<file path="config.mk">
export PLATFORM = sky130hd
export DESIGN_NAME = irq_bank_ctrl
export DESIGN_NICKNAME = d
export VERILOG_FILES = /design/src/rtl/irq_bank_pkg.sv /design/src/rtl/irq_sync.sv /design/src/rtl/irq_bank.sv /design/src/rtl/irq_bank_ctrl.sv
export SDC_FILE = /design/constraint.sdc
export NUM_CORES = 1
export LEC_CHECK = 0
export ABC_AREA = 1
export BUFFER_PORTS_ARGS = -buffer_cell sky130_fd_sc_hd__buf_2
export CORE_ASPECT_RATIO = 0.8
export CORE_UTILIZATION = 45
export CTS_CLUSTER_SIZE = 10
export DETAILED_ROUTE_END_ITERATION = 12
export GPL_TIMING_DRIVEN = 0
export PLACE_DENSITY = 0.76
export SLEW_MARGIN = 20
export SYNTH_ARGS = -nofsm -noshare
export SYNTH_HDL_FRONTEND = slang
export SYNTH_SLANG_ARGS = --single-unit
</file>
<file path="constraint.sdc">
create_clock -name clk -period 2 [get_ports clk]
set_input_delay 0.1 -clock clk [delete_from_list [all_inputs] [get_ports clk]]
set_output_delay 0.1 -clock clk [all_outputs]
set_load 0.02 [all_outputs]
</file>
<file path="src/rtl/irq_bank_pkg.sv">
package irq_bank_pkg;

    localparam int WORD_W = 32;
    localparam int ADDR_W = 6;

    // Word select inside one bank (byte offset bits [3:2])
    typedef enum logic [1:0] {
        REG_EVENT  = 2'd0,
        REG_ENABLE = 2'd1,
        REG_ACK    = 2'd2,
        REG_LEVEL  = 2'd3
    } reg_sel_e;

    // Bank b sits 16 bytes below bank b-1, starting at 0x20
    function automatic logic [ADDR_W-1:0] bank_base(input int idx);
        return ADDR_W'(32 - 16 * idx);
    endfunction

endpackage

</file>
<file path="src/rtl/irq_sync.sv">
module irq_sync #(
    parameter int W = 32
) (
    input  logic         clk,
    input  logic         rst_n,
    input  logic [W-1:0] async_i,
    output logic [W-1:0] sync_o
);

    typedef struct packed {
        logic [W-1:0] s1;
        logic [W-1:0] s2;
    } sync_st_t;

    sync_st_t st_d, st_q;

    always_comb begin
        st_d    = st_q;
        st_d.s1 = async_i;
        st_d.s2 = st_q.s1;
    end

    always_ff @(posedge clk or negedge rst_n) begin
        if (!rst_n) st_q <= '0;
        else        st_q <= st_d;
    end

    assign sync_o = st_q.s2;

endmodule

</file>
<file path="src/rtl/irq_bank.sv">
module irq_bank #(
    parameter int           W          = 32,
    parameter logic [W-1:0] LEVEL_TYPE = '0
) (
    input  logic         clk,
    input  logic         rst_n,
    input  logic [W-1:0] line_sync,
    input  logic         en_wr,
    input  logic [W-1:0] en_data,
    input  logic         ack_wr,
    input  logic [W-1:0] ack_data,
    output logic [W-1:0] evt_o,
    output logic [W-1:0] en_o,
    output logic         pending_o
);

    typedef struct packed {
        logic [W-1:0] evt;
        logic [W-1:0] en;
        logic [W-1:0] prev;
    } bank_st_t;

    bank_st_t     st_d, st_q;
    logic [W-1:0] rise;
    logic [W-1:0] clr;

    always_comb begin
        st_d      = st_q;
        rise      = line_sync & ~st_q.prev;
        clr       = ack_wr ? ack_data : '0;
        st_d.prev = line_sync;
        // acknowledge first, then new edges: a coincident set survives
        st_d.evt  = (st_q.evt & ~clr) | (rise & st_q.en & ~LEVEL_TYPE);
        if (en_wr) st_d.en = en_data;
    end

    always_ff @(posedge clk or negedge rst_n) begin
        if (!rst_n) st_q <= '0;
        else        st_q <= st_d;
    end

    assign evt_o     = st_q.evt;
    assign en_o      = st_q.en;
    assign pending_o = |((st_q.evt | (line_sync & LEVEL_TYPE)) & st_q.en);

endmodule

</file>
<file path="src/rtl/irq_bank_ctrl.sv">
module irq_bank_ctrl
    import irq_bank_pkg::*;
#(
    parameter int                  NUM_BANKS   = 2,
    parameter logic [2*WORD_W-1:0] LEVEL_TYPES = 64'h0000_0000_1ff0_0000
) (
    input  logic                        clk,
    input  logic                        rst_n,
    input  logic [NUM_BANKS*WORD_W-1:0] src_in,
    input  logic [ADDR_W-1:0]           bus_addr,
    input  logic                        bus_wr,
    input  logic [WORD_W-1:0]           bus_wdata,
    output logic [WORD_W-1:0]           bus_rdata,
    output logic                        irq_out
);

    localparam int SRC_W = NUM_BANKS * WORD_W;

    logic [SRC_W-1:0]     ev_all;
    logic [SRC_W-1:0]     en_all;
    logic [SRC_W-1:0]     lvl_all;
    logic [NUM_BANKS-1:0] hit_v;
    logic [NUM_BANKS-1:0] pend_v;
    reg_sel_e             sel;

    assign sel = reg_sel_e'(bus_addr[3:2]);

    for (genvar b = 0; b < NUM_BANKS; b++) begin : g_bank
        localparam logic [ADDR_W-1:0] BASE = bank_base(b);

        assign hit_v[b] = (bus_addr[ADDR_W-1:4] == BASE[ADDR_W-1:4])
                        && (bus_addr[1:0] == 2'b00);

        irq_sync #(.W(WORD_W)) u_sync (
            .clk     (clk),
            .rst_n   (rst_n),
            .async_i (src_in[b*WORD_W +: WORD_W]),
            .sync_o  (lvl_all[b*WORD_W +: WORD_W])
        );

        irq_bank #(
            .W          (WORD_W),
            .LEVEL_TYPE (LEVEL_TYPES[b*WORD_W +: WORD_W])
        ) u_bank (
            .clk       (clk),
            .rst_n     (rst_n),
            .line_sync (lvl_all[b*WORD_W +: WORD_W]),
            .en_wr     (bus_wr && hit_v[b] && (sel == REG_ENABLE)),
            .en_data   (bus_wdata),
            .ack_wr    (bus_wr && hit_v[b] && (sel == REG_ACK)),
            .ack_data  (bus_wdata),
            .evt_o     (ev_all[b*WORD_W +: WORD_W]),
            .en_o      (en_all[b*WORD_W +: WORD_W]),
            .pending_o (pend_v[b])
        );
    end

    always_comb begin
        bus_rdata = '0;
        for (int b = 0; b < NUM_BANKS; b++) begin
            if (hit_v[b]) begin
                case (sel)
                    REG_EVENT:  bus_rdata = ev_all[b*WORD_W +: WORD_W];
                    REG_ENABLE: bus_rdata = en_all[b*WORD_W +: WORD_W];
                    REG_LEVEL:  bus_rdata = lvl_all[b*WORD_W +: WORD_W];
                    default:    bus_rdata = '0;
                endcase
            end
        end
    end

    assign irq_out = |pend_v;

endmodule

</file>
==> impl_results.md, run 1 <==
- Num CTS Buffers: 37
- Vias: 9479
- Grt met3 use: 0.05681
- Fin. Hold Viols: 0
- Global route overflow: 0
- Placer's final routability congestion estimate: 0.8578
- Final HPWL DP: ~20000 um
- Initial Util: 0.4586
- Post-layout net count: around 1500
- Slew headroom: 0.4520
- CTS Sinks: 311
- Row cnt: 52
- Fin. max-slew vios: 0
- CP peak stage delay: 390 ps
- Chip Width: 181.6 um
- Leading area contributor after synthesis: dfrtp_1
- Met2 usage: 0.3763
- DRT iter0 DRCs: 912
- Post-synthesis sequential area ratio: 0.6705
- RSZ-0062 raised after global routing: yes
- Layout area overhead: 27.33%
- Via/cell ratio: 5.426
- CP delay by family, top: buffers and inverters
- Syn nets: 1246
- Skew final: 13.86 ps
- Worst hold slack: around 20 ps
- Seq cells post-synth: 311
- Clock latency on the worst-skew pair: 530 ps
- Maximum clock path buffer count: 3
- Most frequent cells in the layout: 311 x dfrtp_1, 277 x nand2_1, 162 x buf_2
- Die Height: around 150 um
- Commonest non-fill, non-tap cell in the layout: dfrtp_1
- CP max FO: 10
- Post-Layout Cell Count: 1747
- I/O pin total: 138
- Worst-path cell chain: buf_2 > buf_4 > nand2_1 > clkbuf_1 > o22ai_1 > a21oi_1 > o21ai_0 > buf_2
- Startpoint types: input pin
- Clk slew on worst S/H paths: 60 ps
- Critical path class: in -> out
- Antenna violations before repair: 1
- Layout cells sized above 1: 0.1646
- Core footprint: approximately 25000 sq um
- Crit path max-delay cell type: clkbuf_1
- Final Cell Area: 14780 sq um
- CTS tree: built
- Max Clk Rate: roughly 0.52 GHz
- Status: finished, final reports clean
- WP data required: 1900 ps
- CP endpoint kind: output port
- Fin crit share: 0.9686
- Iteration count of the initial detailed-routing pass: 5
- GRT Total Usage: 0.2502
- # DRC: 0
- Largest cells by area after synthesis: dfrtp_1 67%, nand2_1 9.0%, o21ai_1 4.0%
- Warnings from Yosys: 0
- Htree depth: 2
- Drt total wl: 32080 um
- Post-placement cell area: 12780 sq um
- Power Total: 14.44 mW
- Synth Cell Area: roughly 12000 sq um
- Minimum clock period: 1937 ps
- Peak supply drop: 0.7307 mV
- Post-Place Worst Slack: -96.65 ps
- Buffers on Ports: 136
- Top-area cell type share of the netlist area: 0.6705
- Synth cell types: 24
- Antenna Nets Post-Route: 0
- CP most frequent cell: buf_2
- Leakage: around 6.9 nW
- Root Driver: clkbuf_16
- Mean Syn Cell Area: 10.17 sq um
- Worst Path Buf+Inv: 4
- Dpl cells: 1604
- CP Data Arrival Time: 1840 ps
- Post-synthesis cell count: 1141
- Die ar.: about 26000 sq um
- GR Util met1: 0.3525
- Gr busiest metal: met2
- Pin count of the biggest net entering global routing: 102
- Final setup vio count: 0
- Power Density: a little under 1000 nW/um^2
- Setup WS post-layout: approximately 63 ps
- First-pass GRT wire length: between 50000 and 60000 um
- Number of max-cap violations: 0
- Vias in the first global route: 9833
- Hold WC Path Type: in -> reg
- Actual slew at the worst max-slew pin: 822.0 ps
- Routed WL per cell: approximately 18 um
-- cell usage after synthesis --
cell,count
dfrtp_1,311
nand2_1,279
inv_1,122
o21ai_1,93
o21ai_0,88
nand3_1,52
a21oi_1,33
nor2_1,29
o31ai_1,29
buf_2,27
o22ai_1,22
nand3b_1,17
clkbuf_1,12
o221ai_1,7
nand4_1,5
buf_4,3
clkbuf_2,3
inv_2,2
nand3_2,2
nand2_2,1
nand3_4,1
nor2_2,1
nor2_4,1
nor3_4,1
-- path summary, 6_finish.rpt --
| path | from | end | slack (ps) | cells after the start |
|---|---|---|---|---|
| min in group asynchronous | rst_n | g_bank[0].u_sync.st_d[24] | 60 | 2 |
| max | bus_addr[2] | bus_rdata[18] | 60 | 8 |
| min | bus_wr | g_bank[1].u_bank.en_o[2] | 20 | 4 |
| max in group asynchronous | rst_n | g_bank[0].u_bank.evt_o[5] | 730 | 4 |
| min reg2reg | g_bank[1].u_sync.st_d[19] | g_bank[1].u_sync.sync_o[19] | 340 | 0 |
| max reg2reg | g_bank[1].u_sync.sync_o[19] | g_bank[1].u_bank.evt_o[19] | 1150 | 2 |
-- worst register-to-register path: cells and delay by family (launching register included) --
kind | cells | cell delay (ps)
compound gates | 1 | 260
buf+inv | 1 | 90
flops | 1 | 410
-- metrics by stage --
step	setup TNS, ps	util
6_report	0	0.5839
3_5_place_dp	-96.65	0.5051
3_3_place_gp	-1495310	0.5015
5_1_grt	-44.30	0.5838
4_1_cts	0	0.5829
2_1_floorplan	0	-
-- state kept, by name (all words and copies together) (netlist names) --
name                  cells
g_bank.u_sync.st_d       64
g_bank.u_bank.en_o       64
g_bank.u_bank.evt_o      64
g_bank.u_bank.st_q       55
g_bank.u_sync.sync_o     64
-- power breakdown --
part | switching, mW | leakage, nW | internal (mW)
logic | 0.898 | 2.82 | 0.615
clock network | 2.43 | 0.490 | 3.34
registers | 0.355 | 3.63 | 6.80
-- per-layer routing --
metal | vias up | wire, um
met5 | - | 0
met4 | 0 | 959
met3 | 80 | 2962
met2 | 486 | 14400
met1 | 4638 | 13760
li1 | 4275 | -
-- logic make-up after synthesis --
kind of cell / count (synthesis) / share of synthesized area
flops: 311 / 0.6705
buf+inv: 169 / 0.05886
simple gates: 389 / 0.1424
compound gates: 272 / 0.1282
-- layout make-up --
class | instances | area, sq um
Buffer | 45 | 222.7
Inverter | 124 | 465.4
Multi-Input combinational cell | 661 | 3153
Fill cell | 2041 | 10530
Clock inverter | 5 | 51.30
Antenna cell | 1 | 2.502
Sequential cell | 311 | 7782
Clock buffer | 39 | 943.4
Timing Repair Buffer | 237 | 1752
Tap cell | 324 | 405.4
-- what timing repair did --
item / in CTS / in global routing
endpoints found under the hold margin: 395 / 0
setup endpoints to repair: 1 / 12
resized for setup: 1 / 12
buffers inserted: 0 / 1
hold buffers: 97 / 0
pin swaps: 0 / 2
Power figures use the tool's default switching activity.
==> run 2, diff against run 1 <==
Settings changed: CTS_BUF_LIST set to sky130_fd_sc_hd__clkbuf_4 sky130_fd_sc_hd__clkbuf_8.
==> impl_results.md, run 2 (synthesis results as in run 1) <==
- Status: finished with violations
- Violated checks: negative setup slack
- Root Driver: clkbuf_8
- Via/cell ratio: 5.309 (-2.2%)
- CP max FO: 3 (-7)
- Startpoint types: register
- Slew headroom: 0.5022 (+0.05019)
- GR Util met1: 0.3560 (+0.003574)
- WP data required: 1900 ps (about the same)
- R2R depth: 2 (unchanged)
- Chip Width: 181.6 um (unchanged)
- Routed WL per cell: 17.76 um (-3.3%)
- Row cnt: 52 (unchanged)
- Layout area overhead: 27.95%
- First-pass GRT wire length: 51160 um (about the same)
- CP endpoint kind: output port
- Vias in the first global route: 9760 (-0.74%)
- Die Height: 145.6 um (unchanged)
- Post-layout net count: 1540 (+1.2%)
- Layout cells sized above 1: 0.1895 (+0.02495)
- Post-placement cell area: 12780 sq um (unchanged)
- Placer's final routability congestion estimate: 0.8578 (unchanged)
- Most frequent cells in the layout: 311 x dfrtp_1, 276 x nand2_1, 161 x buf_2
- Setup WS post-layout: -16.43 ps (-79.32 ps)
- Hold Path Stages: 5 (+1)
- Buffers on Ports: 136 (unchanged)
- Antenna Nets Post-Route: 0 (unchanged)
- Critical path class: reg -> out
- Antenna violations before repair: 0 (-1)
- Actual slew at the worst max-slew pin: 746.7 ps (-75.28 ps)
- Post-Layout Cell Count: 1791 (+2.5%)
- CP Data Arrival Time: 1920 ps (+80 ps)
- Global route overflow: 0 (unchanged)
- Pin count of the biggest net entering global routing: 102 (unchanged)
- # DRC: 0 (unchanged)
- Final HPWL DP: 20450 um (unchanged)
- Setup TNS: -16.43 ps (-16.43 ps)
- Initial Util: 0.4586 (unchanged)
- Drt total wl: 31810 um (-0.85%)
- Minimum clock period: 2016 ps (+79.32 ps)
- Num CTS Buffers: 48 (+30%)
- Vias: 9508 (+0.31%)
- Iteration count of the initial detailed-routing pass: 6 (+1)
- I/O pin total: 138 (unchanged)
- RSZ-0062 raised after global routing: yes
- Post-Place Worst Slack: -96.65 ps (unchanged)
- Skew final: 25.97 ps (+12.11 ps)
- Gr busiest metal: met2
- Grt met3 use: 0.05781 (+0.001001)
- GRT Total Usage: 0.2503 (about the same)
- Core footprint: 25310 sq um (unchanged)
- Htree depth: 2 (unchanged)
- Clock latency on the worst-skew pair: 590 ps (+60 ps)
- Clk slew on worst S/H paths: 70 ps (about the same)
- Leakage: 7.014 nW (+1.1%)
- Maximum clock path buffer count: 3 (unchanged)
- Power Density: 951.4 nW/um^2 (-2.6%)
- Dpl cells: 1604 (unchanged)
- Final setup vio count: 1 (+1)
- Antenna Cells: 0 (-1)
- Die ar.: 26440 sq um (unchanged)
- Fin. Hold Viols: 0 (unchanged)
- Fin. max-slew vios: 0 (unchanged)
- Fin crit share: 1.008 (+0.03966)
- Final Cell Area: 14850 sq um (+0.49%)
- Hold WC Path Type: in -> reg
- Peak supply drop: 0.5429 mV (-26%)
- Max Clk Rate: 0.4959 GHz (-3.9%)
- Met2 usage: 0.3725 (-0.003846)
- DRT iter0 DRCs: 905 (-0.77%)
- Power Total: 14.13 mW (-2.1%)
- CTS tree: built
- Commonest non-fill, non-tap cell in the layout: dfrtp_1
- CTS Sinks: 311 (unchanged)
- Number of max-cap violations: 0 (unchanged)
==> run 2: cell count changes in the layout (fill, tap and decap cells not counted), moves of 2 or more <==
cell           previous run  this run
buf_4                     4         7
clkbuf_16                37         0
clkbuf_4                  0        13
clkbuf_8                  1        62
clkinv_2                  2         4
clkinv_8                  2         0
clkinvlp_4                0         3
dlygate4sd3_1            97       100
o21ai_0                  87        84
o21ai_1                  94        97
==> run 2: cell type report <==
type                    count  area (sq um)
flip-flops and latches    311          7782
inverters                 124         465.4
plain buffers              45         222.7
repair buffers            244          1823
clock inverters             7         42.54
well taps                 324         405.4
fillers                  2070         10460
multi-input cells         661          3158
clock buffers              75         950.9
==> run 2: final timing paths <==
kind | from | endpoint | slack [ps]
setup / recovery | g_bank[1].u_bank.en_o[3] | irq_out | -20
hold / removal | bus_addr[2] | g_bank[0].u_bank.evt_o[31] | 90
setup reg to reg | g_bank[1].u_sync.sync_o[19] | g_bank[1].u_bank.evt_o[19] | 1170
hold reg to reg | g_bank[0].u_sync.st_d[0] | g_bank[0].u_sync.sync_o[0] | 330
max in group asynchronous | rst_n | g_bank[1].u_sync.sync_o[3] | 250
min in group asynchronous | rst_n | g_bank[1].u_bank.evt_o[23] | 510
==> run 2: report_power, final <==
group | internal [mW] | total (mW) | switching [mW]
combinational | 0.632 | 1.54 | 0.906
clock | 3.01 | 5.45 | 2.44
sequential | 6.80 | 7.14 | 0.345
total | 10.4 | 14.1 | 3.69
==> run 2: critical path, cell delays in order (launching register included) <==
cell     delay (ps)
dfrtp_1         400
nand2_1          90
nand2_1          80
nor2_2          160
nand2_1          60
nor2_1          140
nand2_2          80
nor2_2          120
nand2_2          80
buf_6           140
==> run 2: metal layers <==
metal,wire length [um],up-vias,share of wire
met5,56,-,0.0018
met4,794,2,0.025
met3,3208,74,0.10
met2,14160,496,0.44
met1,13600,4609,0.43
li1,-,4327,-
==> run 2: what timing repair did <==
item	in CTS	in global routing
hold buffers	101	0
endpoints found under the hold margin	402	0
setup buffers	3	1
endpoints found under the setup margin	2	27
resized for setup	4	17
pin swaps	2	5
==> run 2: metrics by stage <==
step	util	hold slack (ps)
after global placement	0.5015	208.3
after CTS	0.5856	49.09
after floorplan	-	-195.6
final	0.5868	90.85
after detailed placement	0.5051	10.71
after global routing	0.5868	89.29
